===== config.mk =====
export PLATFORM = sky130hd
export DESIGN_NAME = swire_slot_gen
export DESIGN_NICKNAME = d
export VERILOG_FILES = /design/src/rtl/swire_slot_gen.sv
export SDC_FILE = /design/constraint.sdc
export NUM_CORES = 1
export LEC_CHECK = 0
export BUFFER_PORTS_ARGS = -buffer_cell sky130_fd_sc_hd__buf_2
export CAP_MARGIN = 20
export CORE_MARGIN = 5
export CORE_UTILIZATION = 55
export CTS_CLUSTER_DIAMETER = 200
export CTS_CLUSTER_SIZE = 20
export DETAILED_ROUTE_END_ITERATION = 16
export PLACE_DENSITY_LB_ADDON = 0.2
export SLEW_MARGIN = 30
export SYNTH_ARGS = -nofsm -noshare
export SYNTH_HDL_FRONTEND = slang
export SYNTH_SLANG_ARGS = --single-unit

===== constraint.sdc =====
create_clock -name clk -period 4.2 [get_ports clk]
set_input_delay 0.42 -clock clk [delete_from_list [all_inputs] [get_ports clk]]
set_output_delay 0.42 -clock clk [all_outputs]
set_load 0.01 [all_outputs]

===== src/rtl/swire_slot_gen.sv =====
module swire_slot_gen #(
  parameter int TICKS_PER_US = 200,
  parameter int CODE_W = 3,
  parameter int US_W = 7
) (
  input  logic              clk,
  input  logic              rst_n,
  input  logic              cfg_we,
  input  logic [1:0]        cfg_sel,
  input  logic [CODE_W-1:0] cfg_data,
  input  logic              od_mode,
  input  logic              start,
  input  logic              bit_val,
  input  logic              bus_in,
  output logic              bus_drive_low,
  output logic              sample_stb,
  output logic              done,
  output logic              rd_bit,
  output logic              busy,
  output logic [CODE_W-1:0] slew_code
);

  localparam int PW = (TICKS_PER_US > 1) ? $clog2(TICKS_PER_US) : 1;
  localparam logic [PW-1:0] PRE_LAST = PW'(TICKS_PER_US - 1);

  localparam logic [US_W-1:0] FX_LOW1_BASE = US_W'(8);
  localparam logic [US_W-1:0] FX_OFS_BASE  = US_W'(3);
  localparam logic [US_W-1:0] FX_HIGH      = US_W'(49);
  localparam logic [US_W-1:0] FX_LOW0      = US_W'(57);
  localparam logic [US_W-1:0] OD_LOW1      = US_W'(1);
  localparam logic [US_W-1:0] OD_OFS       = US_W'(1);
  localparam logic [US_W-1:0] OD_HIGH      = US_W'(8);
  localparam logic [US_W-1:0] OD_LOW0      = US_W'(7);
  localparam logic [US_W-1:0] OD_REC       = US_W'(3);
  localparam logic [CODE_W-1:0] RST_OFS_CODE = CODE_W'(3);

  logic [CODE_W-1:0] low_code, ofs_code, slew_q;
  logic [CODE_W-1:0] lc_q, oc_q;
  logic              od_q, one_q;
  logic [PW-1:0]     pre;
  logic [US_W-1:0]   us_cnt;
  logic              busy_q, done_q, rd_q;

  logic [US_W-1:0] low1_us, ofs_us, high_us, low0_us, rec_us;
  logic [US_W-1:0] low_len, samp_at, slot_len;
  logic            tick;

  always_ff @(posedge clk) begin
    if (!rst_n) begin
      low_code <= '0;
      ofs_code <= RST_OFS_CODE;
      slew_q   <= '0;
    end else if (cfg_we) begin
      case (cfg_sel)
        2'd0:    low_code <= cfg_data;
        2'd1:    ofs_code <= cfg_data;
        2'd2:    slew_q   <= cfg_data;
        default: ;
      endcase
    end
  end

  assign low1_us = od_q ? OD_LOW1 : FX_LOW1_BASE + US_W'(lc_q);
  assign ofs_us  = od_q ? OD_OFS  : FX_OFS_BASE + US_W'(oc_q);
  assign high_us = od_q ? OD_HIGH : FX_HIGH;
  assign low0_us = od_q ? OD_LOW0 : FX_LOW0;
  assign rec_us  = od_q ? OD_REC  : FX_OFS_BASE + US_W'(oc_q);

  assign low_len  = one_q ? low1_us : low0_us;
  assign samp_at  = low1_us + ofs_us;
  assign slot_len = one_q ? samp_at + high_us : low0_us + rec_us;

  assign tick = (pre == PRE_LAST);

  always_ff @(posedge clk) begin
    if (!rst_n) begin
      busy_q <= 1'b0;
      done_q <= 1'b0;
      rd_q   <= 1'b0;
      pre    <= '0;
      us_cnt <= '0;
      od_q   <= 1'b0;
      one_q  <= 1'b0;
      lc_q   <= '0;
      oc_q   <= '0;
    end else begin
      done_q <= 1'b0;
      if (!busy_q) begin
        if (start) begin
          busy_q <= 1'b1;
          pre    <= '0;
          us_cnt <= '0;
          od_q   <= od_mode;
          one_q  <= bit_val;
          lc_q   <= low_code;
          oc_q   <= ofs_code;
          rd_q   <= 1'b0;
        end
      end else begin
        if (sample_stb) rd_q <= bus_in;
        if (tick) begin
          pre <= '0;
          if (us_cnt == slot_len - US_W'(1)) begin
            busy_q <= 1'b0;
            done_q <= 1'b1;
          end else begin
            us_cnt <= us_cnt + US_W'(1);
          end
        end else begin
          pre <= pre + PW'(1);
        end
      end
    end
  end

  assign bus_drive_low = busy_q && (us_cnt < low_len);
  assign sample_stb    = busy_q && one_q && (us_cnt == samp_at) && (pre == '0);
  assign done          = done_q;
  assign rd_bit        = rd_q;
  assign busy          = busy_q;
  assign slew_code     = slew_q;

endmodule


Yosys cells after proc, flatten, opt, wreduce, memory -nomap -nowiden --
Cells that the tools add are included.
Storage, ports and cells: memories 0, bits in writable memories 0, bits in latches 0, memory bits (read-only) 0, register bits 35, logic and storage cells 66, input bits 12
Cells by class: equal/unequal tests 8, muxes and demuxes 22, add/sub/neg operators 8, reduce and logical (&&, ||, !) cells 14, divide/modulo/power cells 0, bitwise logic cells 1, magnitude comparators 1, multipliers 0, shift-type cells 0
Operators by type and width (number):
- 7-bit 2-to-1 mux | 6
- 8-bit 2-to-1 mux | 3
- 6-bit 2-to-1 mux | 3
- 7-bit equality test | 2
- 2-bit AND reduction | 5
- 8-bit by 1-bit adder with 8-bit output (second input constant) | 1
- 8-bit equality test (second input constant) | 1
- 8-bit zero test | 1
- 1-bit 2-to-1 mux | 8
- 5-bit by 7-bit adder with 7-bit output | 1
- 6-bit by 4-bit adder with 7-bit output | 1
- 7-bit by 1-bit adder with 7-bit output (second input constant) | 1
- 7-bit by 6-bit adder with 7-bit output | 1
- 7-bit by 6-bit < comparator with 1-bit output | 1
- 7-bit by 1-bit subtractor with 7-bit output (second input constant) | 1
- 3-bit AND reduction | 2
- 4-bit by 3-bit adder with 5-bit output (first input constant) | 1
- 5-bit 2-to-1 mux | 1
- 2-bit by 3-bit adder with 4-bit output (first input constant) | 1
- 1-bit logical AND | 4
- 4-bit 2-to-1 mux | 1
- 2-bit != test (second input constant) | 2
- 2-bit by 1-bit equality test with 1-bit output (second input constant) | 1
- 2-bit equality test (second input constant) | 1
- 4 further kinds | 4

Depth between registers and ports, before layout --
Gate-level depths: netlist (run 1).
depth after elaboration 10, depth in mapped cells 20

Worst setup path after synthesis (run 1) --
OpenSTA, ideal clock, no wires.
kind flip-flop to flip-flop, start point register od_q, end point register us_cnt[4], setup time 0.116 ns, data required time 4.084 ns, setup slack -0.059 ns, cell stages (with the launch flop) 17, arrival 4.143 ns, buffers on the path 2, path through dfxtp_1 clkbuf_1 or2_2 ha_1 fa_1 a21oi_1 a21oi_1 ha_1 and4b_1 a32o_1 a211o_1 a211oi_2 xnor3_1 nor4_2 a31oi_1 buf_6 a41o_1
On the way: cells in the longest elaborated chain, start to end 8, elaborated cells between the ends (all ways) 13, classes of those cells add/sub (4); eq/ne (2); mux (6); reduce/logical (1)
Ends and longest elaborated chain:
- start: declaration | line 39 | logic od_q, one_q;
- start signal: assignment | line 93 | od_q <= od_mode;
- 5-bit 2-to-1 mux or 7-bit 2-to-1 mux (tied branches) | line 63, 64
- 5-bit by 7-bit adder with 7-bit output | line 70 | assign samp_at = low1_us + ofs_us;
- 7-bit by 6-bit adder with 7-bit output | line 71 | assign slot_len = one_q ? samp_at + high_us : low0_us + rec_us;
- 7-bit 2-to-1 mux (*) | line 71
- 7-bit by 1-bit subtractor with 7-bit output (*) | line 103 | if (us_cnt == slot_len - US_W'(1)) begin
- 7-bit equality test (*) | line 103
- 2-bit != test (no line) (*)
- 3-bit AND reduction (no line) (*)
- end signal: assignment | line 107 | us_cnt <= us_cnt + US_W'(1);
- end: declaration | line 41 | logic [US_W-1:0] us_cnt;
Every way passes the cells marked *; elsewhere a longest branch is shown, timed or not. A chain may end at the register's enable or synchronous reset.

Final worst setup path (run 1) --
start point register od_q, end point register us_cnt[3]
The elaborated chain is that of the path after synthesis.

==> results of run 1 <==
synth_stat cells (3+ instances only):
cell type  count
nor3_1         6
a31oi_1        7
a21boi_0      11
nand3_1        8
inv_1          9
xnor2_1        7
o21ai_0       18
nor4_1         5
buf_2          3
ha_1          19
a21o_1         3
nand4_1        8
dfxtp_1       35
nand2_1       30
clkbuf_1      12
nor2b_1       15
mux2i_1       12
nor2_1        17
and3_1         5
nand3b_1       3
xor2_1        10
nand2b_1       4
nor3b_1        3
a21oi_1       13
and2_1         6
worst max-delay path, delay by kind of cell, from the launching register on:
kind	cells	cell delay, ns
AOI/OAI and AO/OA	6	1.20
xor gates and xnor gates	1	0.29
adders and majority gates	3	0.86
buffers and inverters	1	0.14
DFF	1	0.34
muxes	1	0.20
and+or+nand+nor	4	0.93
where the power goes:
part           internal (W)  leakage (nW)  switching (W)  total (W)
sequential         0.000341         0.285      0.0000128   0.000354
combinational      0.000146          1.04       0.000166   0.000312
clock              0.000192        0.0612       0.000120   0.000312
total              0.000679          1.39       0.000299   0.000977
layout by cell type, fill, tap and decap left out, types with 3 or more instances in the layout:
master / synthesis / final
a21oi_2: 2 / 5
nor4_1: 5 / 5
nor3b_1: 3 / 3
nand2_1: 30 / 30
nor2b_1: 15 / 15
ha_1: 19 / 16
o21ai_0: 18 / 18
and3_1: 5 / 5
clkbuf_8: 0 / 6
inv_1: 9 / 7
dfxtp_1: 35 / 32
a21boi_0: 11 / 11
mux2i_1: 12 / 12
dfxtp_2: 0 / 3
nand2b_1: 4 / 3
nand3b_1: 3 / 3
nand4_1: 8 / 8
a31oi_1: 7 / 6
nor2_1: 17 / 16
buf_4: 0 / 20
a21o_1: 3 / 3
xnor2_1: 7 / 6
nor3_1: 6 / 6
ha_4: 0 / 3
xor2_1: 10 / 10
nand3_1: 8 / 8
a21oi_1: 13 / 10
and2_1: 6 / 6
buf_2: 3 / 19
cells by family (layout without fill, tap and decap cells):
family,after synthesis,in the layout
AND/OR/NAND/NOR,124,124
AO/OA/AOI/OAI,72,73
multiplexers,13,13
adder cells (fa/ha/maj),20,20
flip-flops,35,35
XOR/XNOR,20,20
buffers and inverters,27,56
layer usage:
metal / vias to the layer above / wire (um) / track usage (%)
li1: 1177 / - / -
met1: 1066 / 2870 / 27.5
met2: 34 / 2860 / 33.3
met3: 10 / 140 / 3.40
met4: 0 / 94 / 6.82
met5: - / 0 / 0
final timing paths:
kind	cells after the start	start	slack (ns)	endpoint
max	16	od_q	0.16	us_cnt[3]
max reg2reg	16	od_q	0.16	us_cnt[3]
min reg2reg	2	low_code[0]	0.47	lc_q[0]
min	3	od_mode	0.38	od_q
stage by stage:
stage,setup TNS [ns],utilization (%)
floorplan,0,-
global placement,0,59.8
detailed placement,-0.0655,59.8
CTS,0,62.9
global route,-0.0119,65.6
finish,0,65.6
cell type report:
class / instances / area share, %
multi-input combinational: 250 / 61.8
timing repair buffer: 39 / 8.03
clock inverter: 2 / 1.15
inverter: 9 / 1.11
tap: 54 / 2.21
sequential: 35 / 23.1
clock buffer: 6 / 2.70
flip-flops by register name, summed over array words and instances (netlist names):
signal     cells
lc_q           3
low_code       3
pre            8
slew_code      3
od_q           1
busy           1
one_q          1
done           1
ofs_code       3
us_cnt         7
oc_q           3
rd_bit         1
what timing repair did:
| action | 4_1_cts | 5_1_grt |
|---|---|---|
| hold endpoints to repair | 0 | 0 |
| setup buffers | 0 | 7 |
| pin swaps | 2 | 17 |
| setup endpoints to repair | 7 | 9 |
| gates resized for setup | 2 | 15 |
| cloned | 1 | 0 |
==> impl_metrics.json, run 1 <==
{
  "outcome": "completed",
  "synth_cells": 311,
  "setup_viol": 0,
  "worst_setup_path_start_kind": "flop",
  "cpPeakStageDelay_ns": 0.42,
  "via_count": 2287,
  "yosys.area_share.simple_pct": 26.1,
  "io_buffer_count": 19,
  "synth_area_mm2": 0.00260,
  "synthFlopType": "dfxtp_1",
  "dp.cells": 379,
  "dp_hpwl_um": 4160,
  "cts_tree": "yes",
  "drv_cap": 0,
  "seq_area_frac_synth_pct": 26.9,
  "synth_area_leaders": "dfxtp_1, ha_1, mux2i_1",
  "antenna_found_initial": 0,
  "dieWidth_um": 78.8,
  "dp_slack_ns": -0.0555,
  "core_area_mm2": 0.00466,
  "fin_area_mm2": 0.00306,
  "power.density_mw_per_mm2": 320,
  "yosys-mux-area-fraction_pct": 5.05,
  "critPathCaptureType": "flop",
  "instances_no_fill": 395,
  "worstMarginPinSlew_ns": 0.669,
  "wl_um": 5970,
  "fin_worst_skew_ns": 0.00601,
  "vdd_drop_max_uv": 202,
  "cts_root_buf": "clkbuf_8",
  "ys_ff_latch": 35,
  "synth-adder-area-share_pct": 9.91,
  "p_leak_nw": 1.39,
  "yosysTopAreaCell": "dfxtp_1",
  "clock_latency_ns": 0.28,
  "num_antenna_cells": 0,
  "pin_count": 20,
  "drv_slew": 0,
  "multi_input_area_mm2": 0.00189,
  "area_delta_synth_final_pct": 17.5,
  "synth_top_family_by_area": "simple AND/OR/NAND/NOR gates",
  "yosysWarnings": 0,
  "clk_pin_slew_ns": 0.07,
  "rows": 25,
  "firstDrtPassIters": 4,
  "hold_viol": 0,
  "hp-class": "input pin to flop",
  "critPathArrivalTime_ns": 4.25,
  "min_period_over_period_pct": 96.1,
  "yosysUniqueCellTypes": 58,
  "die_y_um": 78.8,
  "clk_path_buf_depth": 2,
  "drt_iter0_drc": 131,
  "slew_headroom_pct": 54.9,
  "wl_per_cell_um": 15.1,
  "synth-async-reset-ratio_pct": 0,
  "initial_utilization_pct": 55.8,
  "critical_path_class": "flop to flop",
  "grt_pass1_vias": 2253,
  "synth.avg_cell_area_um2": 8.36,
  "grt_usage_pct": 20.4,
  "layout_setup_ws_ns": 0.163,
  "final_nets": 372,
  "layout-drive-gt1-share_pct": 22.9,
  "worstPathMaxFanout": 7,
  "synth_fp_nets": 343,
  "cts_sinks": 35,
  "grt-ovfl-total": 0,
  "seqCellArea_um2": 704,
  "n_fill_cell": 393,
  "holdWs_ns": 0.376,
  "grt_start_max_net_pins": 39,
  "vias_per_cell": 5.79,
  "yosys.area_share.xor_xnor_pct": 8.37,
  "cts_max_level": 2,
  "synth_top_area_share_pct": 26.9,
  "p_total_w": 0.000977,
  "cp_cell_sequence": "buf_4 -> nand2b_4 -> ha_4 -> fa_2 -> a21oi_2 -> a21oi_2 -> ha_4 -> and3b_1 -> a31o_2 -> a211o_1 -> a211oi_2 -> xnor3_1 -> nor4_4 -> a31oi_4 -> nand4_1 -> mux2i_1",
  "ctsHoldBuffers": 0,
  "ant_nets": 0,
  "fmax_mhz": 248,
  "dieArea_mm2": 0.00620,
  "drc": 0,
  "cp.required_ns": 4.41,
  "cts_buffers": 5,
  "synth_edf_count": 0,
  "postPlaceCellArea_mm2": 0.00279,
  "min_period_ns": 4.04,
  "grt_pass1_wl_um": 10300,
  "gp_congestion": 0.863,
  "synth_compound_area_share_pct": 19.0,
  "rsz0062_at_grt": "yes",
  "cp_slowest_cell": "nor4_4"
}
No activity file was read; power rests on OpenSTA's default activity.
==> inputs of run 2 (changes only) <==
- CORE_ASPECT_RATIO: default -> 1.5
==> run 2 against run 1 <==
Compared with the run above: die area grew 0.46%; critical path depth is 2 lower; flip-flop and latch count is the same; non-clock buffer count decreased by 3; setup slack improved by 0.066 ns; fmax grew 1.7%; via count increased by 0.79%; final cell count increased by 1.8%; critical path type unchanged.
==> impl_metrics.json, run 2 (synthesis results as in run 1) <==
{
  "outcome": "completed",
  "grt_pass1_vias": 2192,
  "reg.largest.list": "pre: 8 flops, us_cnt: 7 flops",
  "min_period_ns": 3.97,
  "clk_path_buf_depth": 2,
  "dp.cells": 389,
  "cts_buffers": 5,
  "hold_viol": 0,
  "cp_top_family": "compound AO/OA/AOI/OAI gates",
  "dieWidth_um": 66.1,
  "dieArea_mm2": 0.00623,
  "die_y_um": 94.2,
  "area_delta_synth_final_pct": 13.7,
  "io_buffer_count": 19,
  "cts_root_buf": "clkbuf_8",
  "layout_common_cells": "dfxtp_1, nand2_1, buf_2, o21ai_0, ha_1",
  "netSwitchingPower_w": 0.000287,
  "slew_headroom_pct": 50.8,
  "holdWs_ns": 0.389,
  "power_frac_seq_pct": 40.0,
  "drt_iter0_drc": 132,
  "pin_count": 20,
  "worstMarginPinSlew_ns": 0.732,
  "critPathArrivalTime_ns": 4.15,
  "drc": 0,
  "cts_tree": "yes",
  "grt-ovfl-total": 0,
  "num_antenna_cells": 0,
  "fin_worst_skew_ns": 0.00607,
  "vdd_drop_max_uv": 301,
  "p_leak_nw": 1.34,
  "rsz0062_at_grt": "no",
  "critPathCaptureType": "flop",
  "drv_cap": 0,
  "dp_hpwl_um": 4300,
  "core_area_mm2": 0.00454,
  "layout.cells.most_common": "dfxtp_1",
  "internal_power_w": 0.000595,
  "layout-drive-gt1-share_pct": 18.3,
  "final_nets": 369,
  "combPwrFrac_pct": 33.8,
  "setup_viol": 0,
  "reg2reg_slack_ns": 0.23,
  "clk_pin_slew_ns": 0.07,
  "antenna_found_initial": 0,
  "grt_usage_pct": 20.1,
  "wl_um": 5840,
  "power.density_mw_per_mm2": 298,
  "cp_slowest_cell": "ha_1",
  "instances_no_fill": 402,
  "cts_max_level": 2,
  "fmax_mhz": 252,
  "critical_path_class": "flop to flop",
  "min_period_over_period_pct": 94.5,
  "swShare_pct": 32.6,
  "largest_reg_flops": 8,
  "firstDrtPassIters": 5,
  "fin_area_mm2": 0.00296,
  "cts_sinks": 35,
  "via_count": 2305,
  "largest-register": "pre",
  "cp.required_ns": 4.38,
  "vias_per_cell": 5.73,
  "worst_setup_path_start_kind": "flop",
  "postPlaceCellArea_mm2": 0.00280,
  "initial_utilization_pct": 57.2,
  "worstPathMaxFanout": 6,
  "path_buf_inv": 0,
  "ant_nets": 0,
  "cp_cell_sequence": "or2_2 -> ha_1 -> fa_2 -> a21oi_1 -> a21oi_1 -> ha_1 -> and3b_1 -> a31o_2 -> a211o_1 -> a211oi_2 -> xnor3_1 -> nor4_4 -> a31oi_2 -> a41o_1",
  "wl_per_cell_um": 14.5,
  "clock_latency_ns": 0.28,
  "gp_congestion": 0.854,
  "rows": 30,
  "grt_pass1_wl_um": 9850,
  "clkPwrFrac_pct": 26.2,
  "drv_slew": 0,
  "cpPeakStageDelay_ns": 0.38,
  "grt_start_max_net_pins": 39,
  "hp-class": "input pin to flop"
}
==> run 2: cell count changes in the layout (fill, tap and decap cells not counted), moves of 2 or more <==
cell      delta
ha_4         -2
inv_1        +2
ha_1         +2
a21oi_1      +2
inv_2        -2
clkbuf_1     +2
buf_4        -3
dfxtp_1      +3
dfxtp_2      -3
a21oi_2      -2
==> run 2: routing by layer <==
layer  track usage [%]  vias up  share of wire (%)
li1                  -     1167                  -
met4              8.98        0                2.8
met1              24.7     1056                 43
met3              2.87       23                2.9
met2              34.0       59                 51
met5                 0        -                  0
==> run 2: power groups by stage <==
| stage | clock network (W) | registers, W | logic (W) |
|---|---|---|---|
| floorplan | 0 | 0.000354 | 0.000217 |
| global placement | 0 | 0.000359 | 0.000269 |
| detailed placement | 0 | 0.000360 | 0.000274 |
| CTS | 0.000236 | 0.000352 | 0.000282 |
| global route | 0.000257 | 0.000354 | 0.000332 |
| finish | 0.000232 | 0.000353 | 0.000298 |
==> run 2: repair_timing <==
item / 4_1_cts / 5_1_grt
hold buffers: 0 / 0
setup endpoints to repair: 7 / 9
gates cloned: 0 / 1
resized for setup: 2 / 2
hold endpoints to repair: 0 / 0
setup buffers: 0 / 4
pin swaps: 0 / 9
==> run 2: worst reg2reg max path: cells and delay by family, from the launching register on <==
family / cells / cell delay (ns)
adders and majority gates: 3 / 0.97
AOI/OAI and AO/OA: 7 / 1.48
xor gates and xnor gates: 1 / 0.30
and+or+nand+nor: 3 / 0.77
DFF: 1 / 0.33
==> run 2: final cells by class <==
cell class              instances  area, um2
repair buffers                 36        223
flip-flops and latches         35        701
clock buffers                   7       76.3
multi-input cells             250       1840
inverters                       9       33.8
well taps                      64       80.1
clock inverters                 1       5.00
fillers                       404       1590
==> run 2: final timing paths <==
check                            startpoint           to  depth (start not counted)
worst max-delay path                   od_q    us_cnt[5]                         14
worst min-delay path            cfg_data[0]  ofs_code[0]                          3
worst max register to register         od_q    us_cnt[5]                         14
worst min register to register  low_code[1]      lc_q[1]                          2
==> run 2: per-stage QoR <==
stage	TNS, ns	total power, W	setup slack, ns	utilization (%)
floorplan	0	0.000571	0.0217	-
CTS	0	0.000871	0.0150	63.8
global route	0	0.000944	0.00903	65.1
detailed placement	-0.164	0.000634	-0.0549	61.6
global placement	0	0.000629	0.0852	61.6
finish	0	0.000882	0.230	65.1
